**src/rtl/insn_dec_pkg.sv**
```systemverilog
package insn_dec_pkg;
    localparam int INSN_W = 16;
    localparam int OPC_W  = 4;
    localparam int REG_W  = 3;
    localparam int IMM_W  = 8;
    localparam int OP_W   = OPC_W + 1;
    localparam int IMMX_W = 2 * IMM_W;

    localparam int OPC_LSB  = 12;
    localparam int DST_LSB  = 9;
    localparam int MODE_BIT = 8;
    localparam int SRCA_LSB = 5;
    localparam int SRCB_LSB = 2;
    localparam int IMM_LSB  = 0;

    typedef enum logic [OPC_W-1:0] {
        OPC_ADD = 4'h0, OPC_SUB = 4'h1, OPC_OR  = 4'h2, OPC_XOR = 4'h3,
        OPC_AND = 4'h4, OPC_NOT = 4'h5, OPC_RD  = 4'h6, OPC_ST  = 4'h7,
        OPC_LDI = 4'h8, OPC_CMP = 4'h9, OPC_SHL = 4'hA, OPC_SHR = 4'hB,
        OPC_JMP = 4'hC, OPC_JEQ = 4'hD, OPC_RS0 = 4'hE, OPC_RS1 = 4'hF
    } opcode_e;

    typedef struct packed {
        logic [REG_W-1:0]  dst;
        logic [REG_W-1:0]  srca;
        logic [REG_W-1:0]  srcb;
        logic [OP_W-1:0]   op;
        logic [IMMX_W-1:0] imm;
        logic              wb;
    } dec_fields_t;
endpackage

```
**src/rtl/insn_field_split.sv**
```systemverilog
// insn_field_split: pure wiring that pulls the fixed-position fields out of
// an instruction word. Assumes every instruction form shares one layout.
module insn_field_split
    import insn_dec_pkg::*;
(
    input  logic [INSN_W-1:0] insn,
    output logic [OPC_W-1:0]  opc,
    output logic [REG_W-1:0]  dst,
    output logic [REG_W-1:0]  srca,
    output logic [REG_W-1:0]  srcb,
    output logic              mode,
    output logic [IMMX_W-1:0] imm_rep
);
    localparam int REPS = IMMX_W / IMM_W;

    assign opc  = insn[OPC_LSB  +: OPC_W];
    assign dst  = insn[DST_LSB  +: REG_W];
    assign srca = insn[SRCA_LSB +: REG_W];
    assign srcb = insn[SRCB_LSB +: REG_W];
    assign mode = insn[MODE_BIT];

    // Copy the immediate byte into every lane of the wide immediate.
    for (genvar g = 0; g < REPS; g++) begin : g_rep
        assign imm_rep[g*IMM_W +: IMM_W] = insn[IMM_LSB +: IMM_W];
    end
endmodule

```
**src/rtl/insn_wb_rule.sv**
```systemverilog
// insn_wb_rule: decides register write-back from the opcode alone.
// Assumes store and both jumps are the only non-writing codes.
module insn_wb_rule
    import insn_dec_pkg::*;
(
    input  logic [OPC_W-1:0] opc,
    output logic             wb
);
    // Clear write-back for opcodes that produce no register result.
    always_comb begin
        unique case (opcode_e'(opc))
            OPC_ST, OPC_JMP, OPC_JEQ: wb = 1'b0;
            default:                  wb = 1'b1;
        endcase
    end
endmodule

```
**src/rtl/insn_field_decoder.sv**
```systemverilog
// insn_field_decoder: registered decode stage. Latches the fields and the
// write-back flag when advance is high. Reset is synchronous, active low.
module insn_field_decoder
    import insn_dec_pkg::*;
(
    input  logic              clk,
    input  logic              rst_n,
    input  logic              advance,
    input  logic [INSN_W-1:0] insn,
    output logic [REG_W-1:0]  dst_sel,
    output logic [REG_W-1:0]  srca_sel,
    output logic [REG_W-1:0]  srcb_sel,
    output logic [OP_W-1:0]   alu_op,
    output logic [IMMX_W-1:0] imm_word,
    output logic              wb_en
);
    logic [OPC_W-1:0]  opc;
    logic              mode;
    dec_fields_t       nxt;
    dec_fields_t       q;

    insn_field_split u_split (
        .insn    (insn),
        .opc     (opc),
        .dst     (nxt.dst),
        .srca    (nxt.srca),
        .srcb    (nxt.srcb),
        .mode    (mode),
        .imm_rep (nxt.imm)
    );

    insn_wb_rule u_wb (
        .opc (opc),
        .wb  (nxt.wb)
    );

    assign nxt.op = {opc, mode};

    // Output register: clear on reset, load on advance, otherwise hold.
    always_ff @(posedge clk) begin
        if (!rst_n)       q <= '0;
        else if (advance) q <= nxt;
    end

    assign dst_sel  = q.dst;
    assign srca_sel = q.srca;
    assign srcb_sel = q.srcb;
    assign alu_op   = q.op;
    assign imm_word = q.imm;
    assign wb_en    = q.wb;
endmodule

```
**config.mk**
```make
export PLATFORM = sky130hd
export DESIGN_NAME = insn_field_decoder
export DESIGN_NICKNAME = d
export VERILOG_FILES = /design/src/rtl/insn_dec_pkg.sv /design/src/rtl/insn_field_split.sv /design/src/rtl/insn_wb_rule.sv /design/src/rtl/insn_field_decoder.sv
export SDC_FILE = /design/constraint.sdc
export NUM_CORES = 1
export LEC_CHECK = 0
export CAP_MARGIN = 40
export CORE_MARGIN = 4
export CORE_UTILIZATION = 35
export CTS_CLUSTER_SIZE = 20
export DETAILED_ROUTE_END_ITERATION = 7
export GPL_TIMING_DRIVEN = 0
export MAX_ROUTING_LAYER = met4
export PLACE_DENSITY = 0.75
export RECOVER_POWER = 50
export SLEW_MARGIN = 10
export SYNTH_ARGS = -nofsm -noshare
export SYNTH_HDL_FRONTEND = slang
export SYNTH_SLANG_ARGS = --single-unit
export TNS_END_PERCENT = 20
```
**constraint.sdc**
```tcl
create_clock -name clk -period 1 [get_ports clk]
set_clock_uncertainty 0.15 [all_clocks]
set_input_delay 0.1 -clock clk [delete_from_list [all_inputs] [get_ports clk]]
set_output_delay 0.1 -clock clk [all_outputs]
set_load 0.1 [all_outputs]
```
==> flow_summary.toml, run 1 <==
[yosys]
synth.ff_latch_count = 17
synth_cell_type_count = 12
ys_seq_area_frac = 0.4408
synthFlopType = "dfxtp_1"
yosys-top-cells-area = "dfxtp_1 (44%), mux2i_1 (21%), buf_4 (14%)"
yosys.area.top_type = "dfxtp_1"
synth_edf_count = 0
synth_most_common_cell = "dfxtp_1"
ys.warnings.count = 0
synth_cells = 72
synthArstFlopShare = 0
syn-num-nets = 91
synth_area_per_cell_um2 = 10.72
yosys.area.top_type_share = 0.4408
synth_area_um2 = 772.0
synth_common_cells = "dfxtp_1 (17), mux2i_1 (16), nor2b_1 (15)"

[clock_network]
clk_path_buf_depth = 2
post_cts_resized = 88
clk_root_buffer_cell = "clkbuf_4"
cts_made_buffers = 3
cts_max_level = 1
postCtsHoldBufs = 0
clock_sinks = 17
cts_setup_buffers = 8

[floorplan]
placementRows = 16
die_x_um = 54.97
die_h_um = 54.97
start_util = 0.3818
io_pins = 50

[placed_design]
hpwl_um = 2606
placedCellCount = 178
routabilityCongestion = 0.5814
io_buffers = 48

[status]
haltStage = "4_1_cts"
error = "[ERROR DPL-0033] detailed placement checks failed during check placement."
status = "did not finish"
## cell families after synthesis
kind of cell,count (synthesis),share of synthesized area
muxes,16,0.2075
DFF,17,0.4408
buffers and inverters,17,0.1815
and+or+nand+nor,19,0.1443
AOI/OAI and AO/OA,3,0.02593
## through the flow
| stage | instance area, um2 | TNS [ns] | setup slack (ns) | util | hold slack (ns) |
|---|---|---|---|---|---|
| 2_1_floorplan | 938.4 | -1.177 | -0.09309 | - | 0.07680 |
| 3_3_place_gp | 1453 | -28.75 | -0.8252 | 0.7184 | 0.3015 |
| 3_5_place_dp | 1931 | -17.30 | -0.5621 | 0.9548 | 0.3464 |
==> run 2: changes to the inputs <==
Settings changed: CORE_AREA from default to 4 4 65 67, CORE_MARGIN 4 to default, CORE_UTILIZATION 35 to default, CTS_CLUSTER_SIZE 20 to default, DIE_AREA from default to 0 0 69 71, MAX_ROUTING_LAYER met4 to default, PLACE_DENSITY 0.75 to default, PLACE_DENSITY_LB_ADDON from default to 0.15.
==> run 2 against run 1 <==
  * The flow now finishes, with violations (setup timing)
  * Synthesized cell count is the same
  * Area after synthesis is the same
==> flow_summary.toml, run 2 <==
[status]
status = "finished with violations"
violations = "setup timing"

[grt]
grt_overflow = 0
grt_max_degree = 11
grt_pass1_wl_um = 3753
grt_use_total = 0.09660
grt_antenna_before_repair = 0
grt_pass1_vias = 786

[critical_path]
cp-start-kind = "flip-flop"
rr_worst_depth = 2
critPathMaxStageDelay_ns = 0.39
slowest_stage = "dfxtp_4"
crit_family = "flip-flops"
crit_type = "reg2out"
path_max_fanout = 4
timing.rr.end = "wb_en"
crit_cells = 2
arrival_ns = 0.91
regToRegSetupSlack_ns = 0.14
critPathBufInv = 2
worstPathRequired_ns = 0.75
crit_start = "srcb_sel[1]"
crit_path_end = "srcb_sel[1]"
path_cells = "buf_6, buf_12"
rr_startpoint = "wb_en"
end_kind = "output port"

[placed_design]
io_buffers = 48
placedCellCount = 199
hpwl_um = 1851
routabilityCongestion = 0.6703
dp_slack_ns = -0.5627

[sta]
max_freq_mhz = 860.1
rsz0062_at_grt = "true"
post-route-period-util = 1.163
drv_slew = 0
fin_setup_tns_ns = -3.568
worst_pin_slew_ns = 0.2591
slew-limit-headroom = 0.8273
min_period_ns = 1.163
hold_violations = 0
layout_setup_ws_ns = -0.1627
setup_viol = 31
holdWs_ns = 0.07303

[final_layout]
fillers = 331
largest_reg_flops = 5
instances_no_fill = 180
area_delta_synth_final_pct = 148.5
final_cell_mix = "buf_12 (35), buf_6 (18), mux2i_1 (16), clkdlybuf4s50_1 (16), nor2b_1 (15)"
antennaDiodeCount = 0
drive_above_1_share = 0.5758
layout_commonest_cell = "buf_12"
fin_nets = 152

[clock_network]
cts_made_buffers = 3
clock_sinks = 17
cts_tree = "built"
postCtsHoldBufs = 0
worstSkewPairLatency_ns = 0.26
clk_root_buffer_cell = "clkbuf_8"
cts_max_level = 1
cts.reportedPaths.clkPinSlew_ns = 0.07
clk_path_buf_depth = 2

[yosys]
synth_cell_type_count = 12
synthSimpleGateAreaFrac = 0.1442
synth_area_um2 = 772.0
synth_cells = 72
synth_most_common_cell = "dfxtp_1"
synthXorXnorAreaFrac = 0
syn-num-nets = 91
synth_common_cells = "dfxtp_1 (17), mux2i_1 (16), nor2b_1 (15)"
ys.warnings.count = 0
yosys.area.top_type = "dfxtp_1"
synth-compound-area-share = 0.02593
synthAdderAreaFrac = 0
muxShareOfSynthArea = 0.2075
yosys-top-cells-area = "dfxtp_1 (44%), mux2i_1 (21%), buf_4 (14%)"
synth_edf_count = 0
yosys.area.top_type_share = 0.4408
synth.ff_latch_count = 17
synth_area_per_cell_um2 = 10.72
ys_seq_area_frac = 0.4408
synthFlopType = "dfxtp_1"
synthArstFlopShare = 0
synth_top_family_by_area = "multiplexers"

[power_and_ir_drop]
peakVddDrop_uv = 584.9
p_leak_nw = 0.8147
p_per_area_nw_per_um2 = 1306

[floorplan]
die_h_um = 71
placementRows = 22
start_util = 0.2125
die_x_um = 69
dieArea_um2 = 4899
core_area_um2 = 3633
io_pins = 50

[drt]
avgViaCountPerCell = 3.867
wl_per_cell_um = 12.60
firstDrtPassIters = 2
dr_total_vias = 696
drc = 0
wl_um = 2268
final_antenna_net_count = 0
drtIter0Drc = 9

[worst_hold_path]
worst_hold_path_type = "in2reg"
min_from = "advance"

[job]
cap_violations = 0
==> run 2: cell counts after synthesis <==
Identical to the previous run, type by type.
==> run 2: kinds of logic (layout without fill, tap and decap cells) <==
group / count (synthesis) / count (layout)
and+or+nand+nor: 19 / 19
DFF: 17 / 17
buffers and inverters: 17 / 77
muxes: 16 / 16
AOI/OAI and AO/OA: 3 / 3
==> run 2: what timing repair did <==
action                     4_1_cts  5_1_grt
setup endpoints to repair       41       31
gates resized for setup         77        0
gates cloned                     0        0
buffers inserted                 3        0
==> run 2: area by class of cell <==
type,count,area (um2),share of cell area
Timing Repair Buffer,59,928.4,0.4840
Sequential cell,17,387.9,0.2022
Multi-Input combinational cell,38,291.5,0.1520
Buffer,14,203.9,0.1063
Tap cell,48,60.06,0.03131
Clock buffer,3,41.29,0.02153
Clock inverter,1,5.005,0.002609
==> run 2: power by group <==
part	switching, mW	internal (mW)
logic	0.682	0.522
clock network	0.253	0.277
registers	0.0578	0.714
==> run 2: worst min-delay path by stage <==
stage	endpoint	slack, ns	cells past startpoint
after CTS	srcb_sel[0]	0.07	3
after global routing	imm_word[8]	0.08	3
final	srcb_sel[0]	0.07	3
after global placement	alu_op[3]	0.30	2
after detailed placement	alu_op[3]	0.32	2
after floorplan	imm_word[7]	0.08	1
==> run 2: routing by layer <==
metal  global-route usage  share of wire  vias to the layer above
met5                    0              0                        -
met2               0.1886           0.52                       34
met1              0.09346           0.39                      313
met4              0.03254          0.012                        0
li1                     -              -                      345
met3              0.03409          0.075                        4
==> run 2: worst min-delay path, cell delays in order <==
cell and delay, ns:
buf_6 0.14, mux2i_1 0.15, nor2b_1 0.05
==> run 2: metrics by stage <==
stage	instance area, um2	util	total power [mW]
after global routing	1918	0.5279	2.605
after CTS	1922	0.5289	2.543
after detailed placement	1969	0.5420	2.016
final	1918	0.5279	2.505
after global placement	1479	0.4070	1.743
after floorplan	938.4	-	1.519
(Power assumes the default switching activity.)
==> run 3: changes to the inputs <==
Settings changed: CORE_AREA 4 4 65 67 to default, CORE_MARGIN from default to 4, CORE_UTILIZATION from default to 40, DIE_AREA 0 0 69 71 to default, SYNTH_HIERARCHICAL from default to 1.
==> run 3 against run 2 <==
  * The run still ends with setup timing left
  * Wire length grew 36%
  * Area after synthesis increased by 89%
  * Sequential share of layout area is 8.0 points higher
  * Fmax increased by 3.2%
  * Die area is 4.6% lower
  * Synthesized cell count rose by 85%
  * Cell count increased by 31%
  * Total power grew 34%
  * Register-to-register slack improved by 0.05 ns
  * Clock power up 39%
==> flow_summary.toml, run 3 <==
[final_layout]
area_delta_synth_final_pct = 68.84
layout_commonest_cell = "buf_12"
antennaDiodeCount = 0
drive_above_1_share = 0.5632
fin_nets = 208
final_cell_mix = "buf_12 (33), mux2i_1 (31), nor2b_1 (31)"
largest_reg_flops = 16

[yosys]
synth_cells = 133
synth_area_um2 = 1458
yosys-top-cells-area = "dfxtp_1 (43%), mux2i_1 (21%), buf_4 (15%)"
synth_cell_type_count = 10
syn-num-nets = 152
synthFlopType = "dfxtp_1"
yosys.area.top_type_share = 0.4258
synth.ff_latch_count = 31
ys.warnings.count = 6
synth_area_per_cell_um2 = 10.96
synth_common_cells = "dfxtp_1 (31), mux2i_1 (31), nor2b_1 (31)"
yosys.area.top_type = "dfxtp_1"
synthArstFlopShare = 0
ys_seq_area_frac = 0.4258
synth_edf_count = 0

[power_and_ir_drop]
p_leak_nw = 1.092
p_per_area_nw_per_um2 = 1361
peakVddDrop_uv = 935.3

[critical_path]
arrival_ns = 0.88
critPathBufInv = 1
crit_family = "flip-flops"
end_kind = "output port"
path_max_fanout = 2
cp-start-kind = "flip-flop"
rr_worst_depth = 2
path_cells = "buf_12"
slowest_stage = "dfxtp_2"
worstPathRequired_ns = 0.75
critPathMaxStageDelay_ns = 0.37
crit_cells = 1
crit_type = "reg2out"

[drt]
final_antenna_net_count = 0
drtIter0Drc = 19
avgViaCountPerCell = 4.305
highest_layer = "met4"
firstDrtPassIters = 2
drc = 0
wl_um = 3084
dr_total_vias = 1016
wl_met1_um = 1217
wl_per_cell_um = 13.07
routed-wl-met2_um = 1615
wl_met3_um = 226

[floorplan]
die_h_um = 68.37
dieArea_um2 = 4674
die_x_um = 68.37
core_area_um2 = 3416
start_util = 0.4267
placementRows = 21
io_pins = 50

[status]
violations = "setup timing"
status = "finished with violations"

[sta]
rsz0062_at_grt = "true"
post-route-period-util = 1.127
setup_viol = 31
holdWs_ns = 0.07033
layout_setup_ws_ns = -0.1266
hold_violations = 0
worst_pin_slew_ns = 0.1584
max_freq_mhz = 887.7
slew-limit-headroom = 0.8914
drv_slew = 0
min_period_ns = 1.127

[placed_design]
hpwl_um = 2477
io_buffers = 32
dp_slack_ns = -0.4025
routabilityCongestion = 0.6601

[worst_hold_path]
whs_path_depth = 4
worst_hold_path_type = "in2reg"

[clock_network]
clk_path_buf_depth = 2
clk_root_buffer_cell = "clkbuf_4"
cts_max_level = 2
clock_sinks = 31
cts_setup_buffers = 0
cts_made_buffers = 5
cts.reportedPaths.clkPinSlew_ns = 0.09
cts_tree = "built"
worstSkewPairLatency_ns = 0.33

[grt]
grt_antenna_before_repair = 0
grt_overflow = 0
grt_use_total = 0.1546
grt_pass1_vias = 1110
grt_max_degree = 11
grt_pass1_wl_um = 5154

[job]
cap_violations = 0
## run 3: per-stage QoR
stage               total power [mW]    util  setup TNS (ns)  cell area (um2)  cells
floorplan                      2.192       -          -1.769             1526    133
global placement               2.364  0.5575          -31.04             1904    211
detailed placement             2.632  0.6974          -19.37             2382    242
CTS                            3.403  0.7187          -4.295             2455    236
global route                   3.497  0.7205          -4.850             2461    236
finish                         3.349  0.7205          -3.449             2461    236
## run 3: power by group
part / total [mW] / leakage, nW / switching [mW] / internal [mW]
combinational: 1.23 / 0.786 / 0.703 / 0.525
sequential: 1.39 / 0.271 / 0.0814 / 1.31
clock: 0.735 / 0.0353 / 0.394 / 0.340
## run 3: cell families (layout without fill, tap and decap cells)
| kind of cell | count (synthesis) | after routing | synth area share |
|---|---|---|---|
| AND/OR/NAND/NOR | 33 | 33 | 0.1442 |
| multiplexers | 31 | 31 | 0.2129 |
| flip-flops | 31 | 31 | 0.4258 |
| AO/OA/AOI/OAI | 1 | 1 | 0.006010 |
| buffers and inverters | 37 | 94 | 0.2112 |
## run 3: final timing paths
kind,slack [ns],start,end
setup / recovery,-0.13,imm_word[14],imm_word[14]
hold / removal,0.07,advance,srcb_sel[0]
setup reg to reg,0.19,imm_word[4],imm_word[4]
hold reg to reg,0.40,alu_op[2],alu_op[2]
## run 3: layer usage
metal / vias to the layer above / GRT usage
met4: 0 / 0.07444
met1: 462 / 0.1628
met3: 4 / 0.05255
met2: 34 / 0.2732
met5: - / 0
li1: 516 / -
## run 3: repair_timing
item / 4_1_cts / 5_1_grt
hold buffers: 17 / 0
endpoints found under the setup margin: 46 / 41
gates resized for setup: 32 / 4
hold endpoints to repair: 31 / 0
## run 3: area by class of cell
cell class	instances	area, um2
fillers	250	954.7
plain buffers	37	311.5
clock inverters	1	5.005
repair buffers	49	808.3
multi-input cells	65	529.3
clock buffers	7	55.05
flip-flops and latches	31	694.4
well taps	46	57.56
==> run 4: changes to the inputs <==
Settings changed: CORE_AREA from default to 2 2 63 65, CORE_MARGIN 4 to default, CORE_UTILIZATION 40 to default, DIE_AREA from default to 0 0 65 67.
==> run 4 against run 3 <==
  * The run still ends with setup timing left
  * Cell count up 0.85%
  * Sequential share of layout area is 0.49 points lower
  * Sequential cell count unchanged
  * Critical path type unchanged
  * Largest cell class unchanged
  * Highest routed layer unchanged
==> flow_summary.toml, run 4 (same netlist as run 3, synthesis figures left out) <==
[status]
status = "finished with violations"
violations = "setup timing"

[drt]
firstDrtPassIters = 4
highest_layer = "met4"
final_antenna_net_count = 0
drtIter0Drc = 12
avgViaCountPerCell = 4.328
wl_met3_um = 166
drc = 0
wl_met1_um = 1225
dr_total_vias = 1030
wl_per_cell_um = 12.74
wl_um = 3031
routed-wl-met2_um = 1592

[floorplan]
placementRows = 22
dieArea_um2 = 4355
die_x_um = 65
start_util = 0.4042
io_pins = 50
die_h_um = 67
core_area_um2 = 3606

[placed_design]
routabilityCongestion = 0.6792
placed_area_um2 = 2385
io_buffers = 32
dp_slack_ns = -0.3668
placedCellCount = 244
hpwl_um = 2362

[sta]
slew-limit-headroom = 0.8908
rsz0062_at_grt = "true"
hold_violations = 0
layout_setup_ws_ns = -0.06641
max_freq_mhz = 937.7
min_period_ns = 1.066
setup_viol = 31
holdWs_ns = 0.004863
drv_slew = 0
post-route-period-util = 1.066
worst_pin_slew_ns = 0.1606

[clock_network]
clk_root_buffer_cell = "clkbuf_8"
cts_max_level = 2
clk_path_buf_depth = 2
clock_sinks = 31
worstSkewPairLatency_ns = 0.27
cts.reportedPaths.clkPinSlew_ns = 0.06
cts_tree = "built"
cts_made_buffers = 5

[power_and_ir_drop]
p_per_area_nw_per_um2 = 1401
peakVddDrop_uv = 807.8
p_leak_nw = 1.177

[grt]
grt_antenna_before_repair = 0
grt_pass1_wl_um = 5085
grt_use_total = 0.1612
grt_pass1_vias = 1092
grt_max_degree = 11
grt_overflow = 0

[critical_path]
arrival_ns = 0.82
end_kind = "output port"
worstPathRequired_ns = 0.75
crit_family = "flip-flops"
path_cells = "buf_16"
critPathBufInv = 1
critPathMaxStageDelay_ns = 0.37
crit_type = "reg2out"
slowest_stage = "dfxtp_4"
path_max_fanout = 2
cp-start-kind = "flip-flop"

[final_layout]
fillers = 281
fin_area_um2 = 2514
instances_no_fill = 238
multi_input_area_um2 = 533.0
layout_commonest_cell = "buf_12"
seq_area_um2 = 696.9
largest_reg_flops = 16
final_cell_mix = "buf_12 (33), nor2b_1 (31), mux2i_1 (30), buf_4 (30), dfxtp_2 (16)"
drive_above_1_share = 0.5632
area_delta_synth_final_pct = 72.45
antennaDiodeCount = 0
fin_nets = 208
final_util = 0.6971

[worst_hold_path]
worst_hold_path_type = "in2reg"

[job]
cap_violations = 0
run 4: cell count changes in the layout (fill, tap and decap cells not counted), sizes merged:
cell	change
dlygate4sd3	-11
buf	+1
clkinv	+1
clkbuf	-1
dlymetal6s4s	+9
clkdlybuf4s50	+1
run 4: per-layer routing:
metal | GRT usage | up-vias
li1 | - | 519
met1 | 0.1722 | 473
met2 | 0.2951 | 33
met3 | 0.04899 | 5
met4 | 0.06383 | 0
met5 | 0 | -
run 4: worst paths after layout:
| check | depth (start not counted) | slack [ns] | to | start |
|---|---|---|---|---|
| worst max-delay path | 1 | -0.07 | imm_word[11] | imm_word[11] |
| worst min-delay path | 3 | 0.005 | dst_sel[0] | advance |
| worst max register to register | 3 | 0.10 | srca_sel[0] | srca_sel[0] |
| worst min register to register | 2 | 0.39 | alu_op[4] | alu_op[4] |
run 4: what timing repair did:
action / CTS / global route
hold buffers: 16 / 0
resized for setup: 34 / 16
buffers inserted: 1 / 0
endpoints found under the hold margin: 30 / 0
pin swaps: 0 / 0
setup endpoints to repair: 61 / 52
run 4: through the flow:
step,power [mW],TNS [ns]
after global placement,2.363,-31.30
after floorplan,2.192,-1.769
after global routing,3.670,-2.627
final,3.522,-1.615
after detailed placement,2.631,-19.13
after CTS,3.553,-1.994
run 4: layout make-up:
class	count	area share
sequential	31	0.2773
buffer	37	0.1254
clock buffer	6	0.02887
tap	48	0.02389
multi-input combinational	65	0.2120
timing repair buffer	49	0.3295
clock inverter	2	0.002987
run 4: power by group:
group          leakage (nW)  switching (mW)  total, mW  internal [mW]
combinational         0.865           0.703       1.24          0.535
sequential            0.271          0.0815       1.39           1.31
clock                0.0403           0.423      0.896          0.473
total                  1.18            1.21       3.52           2.31
